File: src/rtl/blkdma_pkg.sv
package blkdma_pkg;
    // descriptor word 0
    localparam int CNT_LSB  = 16;
    localparam int CNT_W    = 16;
    localparam int LEN_LSB  = 8;
    localparam int LEN_W    = 8;
    localparam int SZ_LSB   = 4;
    localparam int MODE_LSB = 0;
    // descriptor words 1 and 2
    localparam int PTR_W    = 28;
    localparam int STEP_LSB = 28;
    localparam int IE_BIT   = 31;
    localparam int DESC_WORDS = 3;

    localparam logic [1:0] MODE_BLOCK  = 2'b10;
    localparam logic [1:0] STEP_HOLD   = 2'b00;
    localparam logic [1:0] STEP_DOWN   = 2'b01;
    localparam logic [1:0] STEP_RELOAD = 2'b10;
    localparam logic [1:0] SIZE_WORD   = 2'b10;

    typedef enum logic [2:0] {
        ST_IDLE,
        ST_FETCH,
        ST_DECIDE,
        ST_READ,
        ST_WRITE,
        ST_SAVE,
        ST_NOTIFY
    } dma_state_e;
endpackage

File: src/rtl/blkdma_step.sv
module blkdma_step
    import blkdma_pkg::*;
(
    input  logic [PTR_W-1:0] ptr_i,
    input  logic [1:0]       step_i,
    input  logic [1:0]       size_i,
    output logic [PTR_W-1:0] ptr_o
);
    logic [PTR_W-1:0] delta;

    always_comb begin
        delta = '0;
        unique case (size_i)
            2'b00:   delta[0] = 1'b1;
            2'b01:   delta[1] = 1'b1;
            default: delta[2] = 1'b1;
        endcase
    end

    always_comb begin
        unique case (step_i)
            STEP_HOLD: ptr_o = ptr_i;
            STEP_DOWN: ptr_o = ptr_i - delta;
            default:   ptr_o = ptr_i + delta;
        endcase
    end
endmodule

File: src/rtl/blkdma_irqdec.sv
module blkdma_irqdec #(
    parameter int NCH = 8,
    parameter int CHW = 3
) (
    input  logic           fire_i,
    input  logic [CHW-1:0] chan_i,
    input  logic           last_i,
    input  logic           ie_i,
    output logic [NCH-1:0] flag_clr_o,
    output logic [NCH-1:0] req_clr_o,
    output logic [NCH-1:0] en_clr_o
);
    for (genvar g = 0; g < NCH; g++) begin : g_chan
        logic sel;
        assign sel           = fire_i && (chan_i == CHW'(g));
        assign flag_clr_o[g] = sel && (!last_i || !ie_i);
        assign req_clr_o[g]  = sel && last_i && ie_i;
        assign en_clr_o[g]   = sel && last_i && !ie_i;
    end
endmodule

File: src/rtl/blkdma_engine.sv
module blkdma_engine
    import blkdma_pkg::*;
#(
    parameter  int NCH = 8,
    parameter  int AW  = 32,
    localparam int CHW = (NCH > 1) ? $clog2(NCH) : 1
) (
    input  logic           clk,
    input  logic           rst_n,
    input  logic           trig_req,
    input  logic [CHW-1:0] trig_chan,
    input  logic           trig_hw,
    input  logic [AW-1:0]  base_addr,
    output logic           busy,
    output logic           mem_req,
    output logic           mem_we,
    output logic [AW-1:0]  mem_addr,
    output logic [1:0]     mem_size,
    output logic [31:0]    mem_wdata,
    input  logic [31:0]    mem_rdata,
    input  logic           mem_ready,
    output logic [NCH-1:0] flag_clr,
    output logic [NCH-1:0] req_clr,
    output logic [NCH-1:0] en_clr
);
    localparam logic [1:0] LAST_IDX = 2'(DESC_WORDS - 1);

    dma_state_e state_q, state_d;
    logic [1:0]       idx_q;
    logic [31:0]      w0_q, w1_q, w2_q;
    logic [PTR_W-1:0] src_q, dst_q, src_nx, dst_nx;
    logic [LEN_W-1:0] len_q;
    logic [31:0]      unit_q, unit_in;
    logic [CHW-1:0]   chan_q;
    logic             hw_q;
    logic [AW-1:0]    dadr_q;

    // fields of the fetched descriptor
    logic [1:0]       f_mode, f_size, f_sstep, f_dstep;
    logic [LEN_W-1:0] f_len;
    logic [CNT_W-1:0] f_cnt, cnt_dec;
    logic [PTR_W-1:0] f_src, f_dst;
    logic             f_ie, xfer;
    logic [31:0]      wb0, wb1, wb2;

    assign f_mode  = w0_q[MODE_LSB +: 2];
    assign f_size  = w0_q[SZ_LSB +: 2];
    assign f_len   = w0_q[LEN_LSB +: LEN_W];
    assign f_cnt   = w0_q[CNT_LSB +: CNT_W];
    assign f_sstep = w1_q[STEP_LSB +: 2];
    assign f_src   = w1_q[PTR_W-1:0];
    assign f_dstep = w2_q[STEP_LSB +: 2];
    assign f_dst   = w2_q[PTR_W-1:0];
    assign f_ie    = w2_q[IE_BIT];
    assign cnt_dec = f_cnt - CNT_W'(1);
    assign xfer    = mem_req && mem_ready;

    blkdma_step u_src_step (.ptr_i(src_q), .step_i(f_sstep), .size_i(f_size), .ptr_o(src_nx));
    blkdma_step u_dst_step (.ptr_i(dst_q), .step_i(f_dstep), .size_i(f_size), .ptr_o(dst_nx));

    blkdma_irqdec #(.NCH(NCH), .CHW(CHW)) u_irq (
        .fire_i    (state_q == ST_NOTIFY),
        .chan_i    (chan_q),
        .last_i    (cnt_dec == '0),
        .ie_i      (f_ie),
        .flag_clr_o(flag_clr),
        .req_clr_o (req_clr),
        .en_clr_o  (en_clr)
    );

    // write-back images
    assign wb0 = {cnt_dec,
                  ((f_sstep == STEP_RELOAD) || (f_dstep == STEP_RELOAD)) ? f_len : len_q,
                  w0_q[LEN_LSB-1:0]};
    assign wb1 = {w1_q[31:PTR_W], (f_sstep == STEP_RELOAD) ? f_src : src_q};
    assign wb2 = {w2_q[31:PTR_W], (f_dstep == STEP_RELOAD) ? f_dst : dst_q};

    always_comb begin
        unique case (f_size)
            2'b00:   unit_in = {24'b0, mem_rdata[7:0]};
            2'b01:   unit_in = {16'b0, mem_rdata[15:0]};
            default: unit_in = mem_rdata;
        endcase
    end

    // state register
    always_ff @(posedge clk or negedge rst_n) begin
        if (!rst_n) state_q <= ST_IDLE;
        else        state_q <= state_d;
    end

    // transitions
    always_comb begin
        state_d = state_q;
        unique case (state_q)
            ST_IDLE:   if (trig_req) state_d = ST_FETCH;
            ST_FETCH:  if (xfer && idx_q == LAST_IDX) state_d = ST_DECIDE;
            ST_DECIDE: begin
                if (f_mode != MODE_BLOCK) state_d = ST_IDLE;
                else if (f_len == '0)     state_d = ST_SAVE;
                else                      state_d = ST_READ;
            end
            ST_READ:   if (xfer) state_d = ST_WRITE;
            ST_WRITE:  if (xfer) state_d = (len_q == LEN_W'(1)) ? ST_SAVE : ST_READ;
            ST_SAVE:   if (xfer && idx_q == LAST_IDX) state_d = hw_q ? ST_NOTIFY : ST_IDLE;
            ST_NOTIFY: state_d = ST_IDLE;
            default:   state_d = ST_IDLE;
        endcase
    end

    // outputs
    always_comb begin
        busy      = (state_q != ST_IDLE);
        mem_req   = 1'b0;
        mem_we    = 1'b0;
        mem_addr  = dadr_q + AW'({idx_q, 2'b00});
        mem_size  = SIZE_WORD;
        mem_wdata = '0;
        unique case (state_q)
            ST_FETCH: mem_req = 1'b1;
            ST_READ: begin
                mem_req  = 1'b1;
                mem_addr = AW'(src_q);
                mem_size = f_size;
            end
            ST_WRITE: begin
                mem_req   = 1'b1;
                mem_we    = 1'b1;
                mem_addr  = AW'(dst_q);
                mem_size  = f_size;
                mem_wdata = unit_q;
            end
            ST_SAVE: begin
                mem_req = 1'b1;
                mem_we  = 1'b1;
                unique case (idx_q)
                    2'd0:    mem_wdata = wb0;
                    2'd1:    mem_wdata = wb1;
                    default: mem_wdata = wb2;
                endcase
            end
            default: ;
        endcase
    end

    // datapath
    always_ff @(posedge clk or negedge rst_n) begin
        if (!rst_n) begin
            idx_q  <= '0;
            w0_q   <= '0;
            w1_q   <= '0;
            w2_q   <= '0;
            src_q  <= '0;
            dst_q  <= '0;
            len_q  <= '0;
            unit_q <= '0;
            chan_q <= '0;
            hw_q   <= 1'b0;
            dadr_q <= '0;
        end else begin
            unique case (state_q)
                ST_IDLE: if (trig_req) begin
                    chan_q <= trig_chan;
                    hw_q   <= trig_hw;
                    dadr_q <= base_addr + (AW'(trig_chan) << 3) + (AW'(trig_chan) << 2);
                    idx_q  <= '0;
                end
                ST_FETCH: if (xfer) begin
                    unique case (idx_q)
                        2'd0:    w0_q <= mem_rdata;
                        2'd1:    w1_q <= mem_rdata;
                        default: w2_q <= mem_rdata;
                    endcase
                    idx_q <= idx_q + 2'd1;
                end
                ST_DECIDE: begin
                    src_q <= f_src;
                    dst_q <= f_dst;
                    len_q <= f_len;
                    idx_q <= '0;
                end
                ST_READ: if (xfer) unit_q <= unit_in;
                ST_WRITE: if (xfer) begin
                    src_q <= src_nx;
                    dst_q <= dst_nx;
                    len_q <= len_q - LEN_W'(1);
                end
                ST_SAVE: if (xfer) idx_q <= idx_q + 2'd1;
                default: ;
            endcase
        end
    end
endmodule

File: config.mk
export PLATFORM = sky130hd
export DESIGN_NAME = blkdma_engine
export DESIGN_NICKNAME = d
export VERILOG_FILES = /design/src/rtl/blkdma_pkg.sv /design/src/rtl/blkdma_step.sv /design/src/rtl/blkdma_irqdec.sv /design/src/rtl/blkdma_engine.sv
export SDC_FILE = /design/constraint.sdc
export NUM_CORES = 1
export LEC_CHECK = 0
export BUFFER_PORTS_ARGS = -buffer_cell sky130_fd_sc_hd__buf_2
export CORE_MARGIN = 2
export CORE_UTILIZATION = 28
export CTS_BUF_LIST = sky130_fd_sc_hd__clkbuf_4 sky130_fd_sc_hd__clkbuf_8 sky130_fd_sc_hd__clkbuf_16
export CTS_CLUSTER_DIAMETER = 150
export DETAILED_ROUTE_END_ITERATION = 12
export GPL_ROUTABILITY_DRIVEN = 1
export PLACE_DENSITY = 0.51
export SYNTH_ARGS = -nofsm -noshare
export SYNTH_HDL_FRONTEND = slang
export SYNTH_SLANG_ARGS = --single-unit
File: constraint.sdc
create_clock -name clk -period 6.4 [get_ports clk]
set_input_delay 0 -clock clk [delete_from_list [all_inputs] [get_ports clk]]
set_output_delay 0 -clock clk [all_outputs]
set_load 0.1 [all_outputs]
==> impl_summary.md <==
Floorplan
The standard cell core area is 0.0601 mm2. The area enclosed by the die boundary is 0.0625 mm2. The width of the die is 250 um. The standard-cell row count is 90. The initial utilization of the core area, before any placement, comes to 28.2%. The top-level port count is 165. The overall die height is 250 um.

Timing
The setup skew after layout is 0.0222 ns. The max-slew violation count is 0. For the pin with the worst max-slew slack, the measured transition is 1.27 ns. The final period demand of the worst path is 4.44 ns. The final hold slack is 0.0284 ns. The number of hold violations in the final report is 0.

The part of the cycle the worst path needs is 69.3%. The worst path meets setup with 1.96 ns of slack. The worst slew margin relative to its limit is 15.4%. Setup repair after global routing left no endpoint under its margin.

After routing, the total negative slack on setup checks comes to 0 ns. Setup violations remaining at the end of the flow were counted as 0. Timing would allow up to 225 MHz.

CTS
Buffers added to address setup during post-CTS repair amount to 0. CTS saw 233 sinks. CTS built an H-tree with a depth of 1.

For the worst-skew pair, the clock arrives at the later sink with an insertion delay of 0.58 ns. TritonCTS built the clock tree. In this run the deepest clock path goes through 3 buffers. The TritonCTS buffer count is 29. The clock root buffer is sky130_fd_sc_hd__clkbuf_16. The clock-pin slew on the worst setup and hold paths is 0.07 ns.

Place
The post-DP HPWL is 47.3 mm. At the placement stage, the worst setup path has a slack of 2.07 ns. Routability-driven placement finished with a final weighted congestion of 0.904. Input and output buffers added on the ports amount to 164.

Yosys
Counting every net in the synthesized netlist gives 2190. Yosys printed 0 warnings. Each instance of the synthesized netlist takes up on average 8.21 um2. The netlist area before placement is 0.0169 mm2. The number of instances in the synthesized netlist is 2065. The flop and latch count out of synthesis is 233. The synthesized design contains 0 enable-type register cells. After synthesis, flip-flops and latches occupy 34.4% of the total area.

After synthesis, the share of flip-flops with an asynchronous set or reset is 100%. By area the synthesized netlist is led by sky130_fd_sc_hd__dfrtp_1, sky130_fd_sc_hd__mux2_2, sky130_fd_sc_hd__nand2_1. Counting distinct cell types in the post-synthesis netlist gives 91. The most used flip-flop cell after synthesis is sky130_fd_sc_hd__dfrtp_1. The largest total area in the synthesized netlist belongs to sky130_fd_sc_hd__dfrtp_1. The share of Yosys cell area claimed by the top area cell type is 34.4%.

Drt
For this run, design rule violations remaining after detail routing come to 0. Wires add up to 65.8 mm. The total via count in the routed design is 16400. The detailed router's first-iteration violation count is 1274. The average detailed-routed wire length per instance is 21.7 um. The number of nets still failing antenna checks after routing is 0. The pre-antenna-repair detailed-routing pass consisted of 6 iterations. In the routed layout, each cell is associated on average with a via count of 5.41.

Global route
The maximum number of pins on one net before global-route repair is 93. The number of global-route vias before repair is 16100. The first-pass GRT wire length is 100 mm. Summed over all layers, the global routing overflow is 0. Across every metal layer, demand over resource in global routing totals 20.6%. The number of antenna violations at the first check in global routing is 4.

Final layout
The total number of nets in the final design is 2344. The post-layout utilization of the core is 33.7%. In the layout the commonest cells are sky130_fd_sc_hd__nand2_1, sky130_fd_sc_hd__dfrtp_1, sky130_fd_sc_hd__o21ai_0. The fraction of final layout cells sized beyond drive strength 1 is 18.7%. Leaving out fill and tap cells, the most frequent cell in the layout is sky130_fd_sc_hd__nand2_1. The layout overhead on the synthesized area is 19.8%.

Critical path
The critical path in this run is classified as flop to flop. The launching element type of the critical path is a flop. The critical path goes through or2_2, inv_1, ha_1, inv_1, fa_1, nand3_1, nand2_1, a41oi_2, a31oi_1, o41a_1, a41oi_2, o21ai_1, a22oi_1, mux2_1, a31oi_1. Of all nets on the critical path, the largest fanout is 24. The number of buffers and inverters on the critical path is 2. At the worst endpoint, the required time is 6.91 ns.

Grouping stages by cell kind, the critical path spends the most delay in compound AO/OA/AOI/OAI gates. On the critical path, the stage with the largest delay is an instance of sky130_fd_sc_hd__dfrtp_1. The kind of end point of the critical path is a flop. The stage delay of the slowest cell on the critical path is 0.78 ns.

The data arrival time at the worst-slack endpoint is 4.95 ns.

Power and ir drop
Summed over all cells, the static leakage comes to 8.63 nW. The total power density per cell area is 621 mW/mm2. The total power of the final layout is 12.6 mW. The largest voltage drop on the vdd net is 686 uV.

Min path
The path class of the lowest-slack min-delay path is primary input to flop.

Outcome
The flow ran to the end, and the final reports show no timing, DRC or antenna violations.

Flow run
Max-cap violations in this run came to 0.
-- path summary, 6_finish.rpt --
check	to	start	depth (start not counted)	slack (ns)
worst max-delay path	src_q[24]$_DFFE_PN0P_	w0_q[5]$_DFFE_PN0P_	15	1.96
worst min-delay path	dadr_q[5]$_DFFE_PN0P_	base_addr[5]	5	0.03
worst max register to register	src_q[24]$_DFFE_PN0P_	w0_q[5]$_DFFE_PN0P_	15	1.96
worst min register to register	unit_q[31]$_DFFE_PN0P_	unit_q[31]$_DFFE_PN0P_	2	0.47
max in group asynchronous	w1_q[10]$_DFFE_PN0P_	rst_n	3	5.16
min in group asynchronous	w0_q[11]$_DFFE_PN0P_	rst_n	2	0.06
-- stage by stage --
stage,instances,area [um2]
final,3026,20300
after global placement,2883,18400
after detailed placement,2883,18400
after floorplan,2065,16900
after CTS,3024,20300
after global routing,3025,20300
-- flip-flops by register name, summed over array words and instances, names as in the netlist --
name and count:
chan_q 3, idx_q 2, dst_q 28, w0_q 32
unit_q 32, state_q 3, w2_q 32, dadr_q 32
hw_q 1, w1_q 32, len_q 8, src_q 28
-- timing repair --
action,CTS,global route
hold buffers,87,0
gates resized for setup,0,0
hold endpoints to repair,255,0
-- cell usage after synthesis, types with 12 or more instances --
cell type / instances
sky130_fd_sc_hd__inv_1: 40
sky130_fd_sc_hd__nand4_1: 13
sky130_fd_sc_hd__and3_1: 21
sky130_fd_sc_hd__nor2_1: 155
sky130_fd_sc_hd__nand2_1: 347
sky130_fd_sc_hd__o22ai_1: 19
sky130_fd_sc_hd__o21bai_1: 13
sky130_fd_sc_hd__a21oi_1: 180
sky130_fd_sc_hd__a21o_1: 20
sky130_fd_sc_hd__buf_1: 22
sky130_fd_sc_hd__dfrtp_1: 233
sky130_fd_sc_hd__a211oi_1: 24
sky130_fd_sc_hd__xnor2_1: 57
sky130_fd_sc_hd__nor3_1: 30
sky130_fd_sc_hd__ha_1: 47
sky130_fd_sc_hd__a31oi_1: 25
sky130_fd_sc_hd__nand3_1: 51
sky130_fd_sc_hd__xor2_1: 49
sky130_fd_sc_hd__nor2b_1: 12
sky130_fd_sc_hd__nand2b_1: 18
sky130_fd_sc_hd__clkbuf_1: 115
sky130_fd_sc_hd__a221oi_1: 26
sky130_fd_sc_hd__o21ai_0: 195
sky130_fd_sc_hd__and2_1: 12
sky130_fd_sc_hd__buf_2: 15
sky130_fd_sc_hd__a22oi_1: 25
sky130_fd_sc_hd__mux2_2: 135
-- cell type report --
class,count,area (um2)
fillers,6348,39800
multi-input cells,1634,10400
flip-flops and latches,233,5830
repair buffers,277,1900
well taps,782,978
clock buffers,40,846
clock inverters,14,206
inverters,44,170
diodes,2,5.00
-- power by group --
group	leakage (nW)	total (mW)	switching, mW	internal (mW)
Sequential	2.86	3.23	1.05	2.18
Combinational	5.25	7.54	5.12	2.42
Clock	0.519	1.83	0.707	1.12
-- logic make-up (layout without fill, tap and decap cells) --
kind of cell	count (synthesis)	after routing	share of synthesized area, %
buffers and inverters	198	375	4.61
muxes	145	145	9.57
xor gates and xnor gates	106	106	5.48
and+or+nand+nor	701	701	18.3
adders and majority gates	66	66	4.98
AOI/OAI and AO/OA	616	616	22.6
other	0	2	0
DFF	233	233	34.4
-- per-layer routing --
metal | global-route usage, % | wire, um | up-vias
met5 | 0 | 17 | -
li1 | - | - | 7668
met3 | 3.12 | 3910 | 115
met2 | 34.2 | 30800 | 564
met4 | 8.09 | 2820 | 2
met1 | 27.0 | 28200 | 8035
-- worst reg2reg max path, stage by stage (launching register included) --
cell                      delay [ns]
sky130_fd_sc_hd__dfrtp_1        0.78
sky130_fd_sc_hd__or2_2          0.62
sky130_fd_sc_hd__inv_1          0.12
sky130_fd_sc_hd__ha_1           0.17
sky130_fd_sc_hd__inv_1          0.06
sky130_fd_sc_hd__fa_1           0.39
sky130_fd_sc_hd__nand3_1        0.09
sky130_fd_sc_hd__nand2_1        0.15
sky130_fd_sc_hd__a41oi_2        0.32
sky130_fd_sc_hd__a31oi_1        0.12
sky130_fd_sc_hd__o41a_1         0.50
sky130_fd_sc_hd__a41oi_2        0.28
sky130_fd_sc_hd__o21ai_1        0.10
sky130_fd_sc_hd__a22oi_1        0.20
sky130_fd_sc_hd__mux2_1         0.34
sky130_fd_sc_hd__a31oi_1        0.15
(Power assumes the default switching activity.)
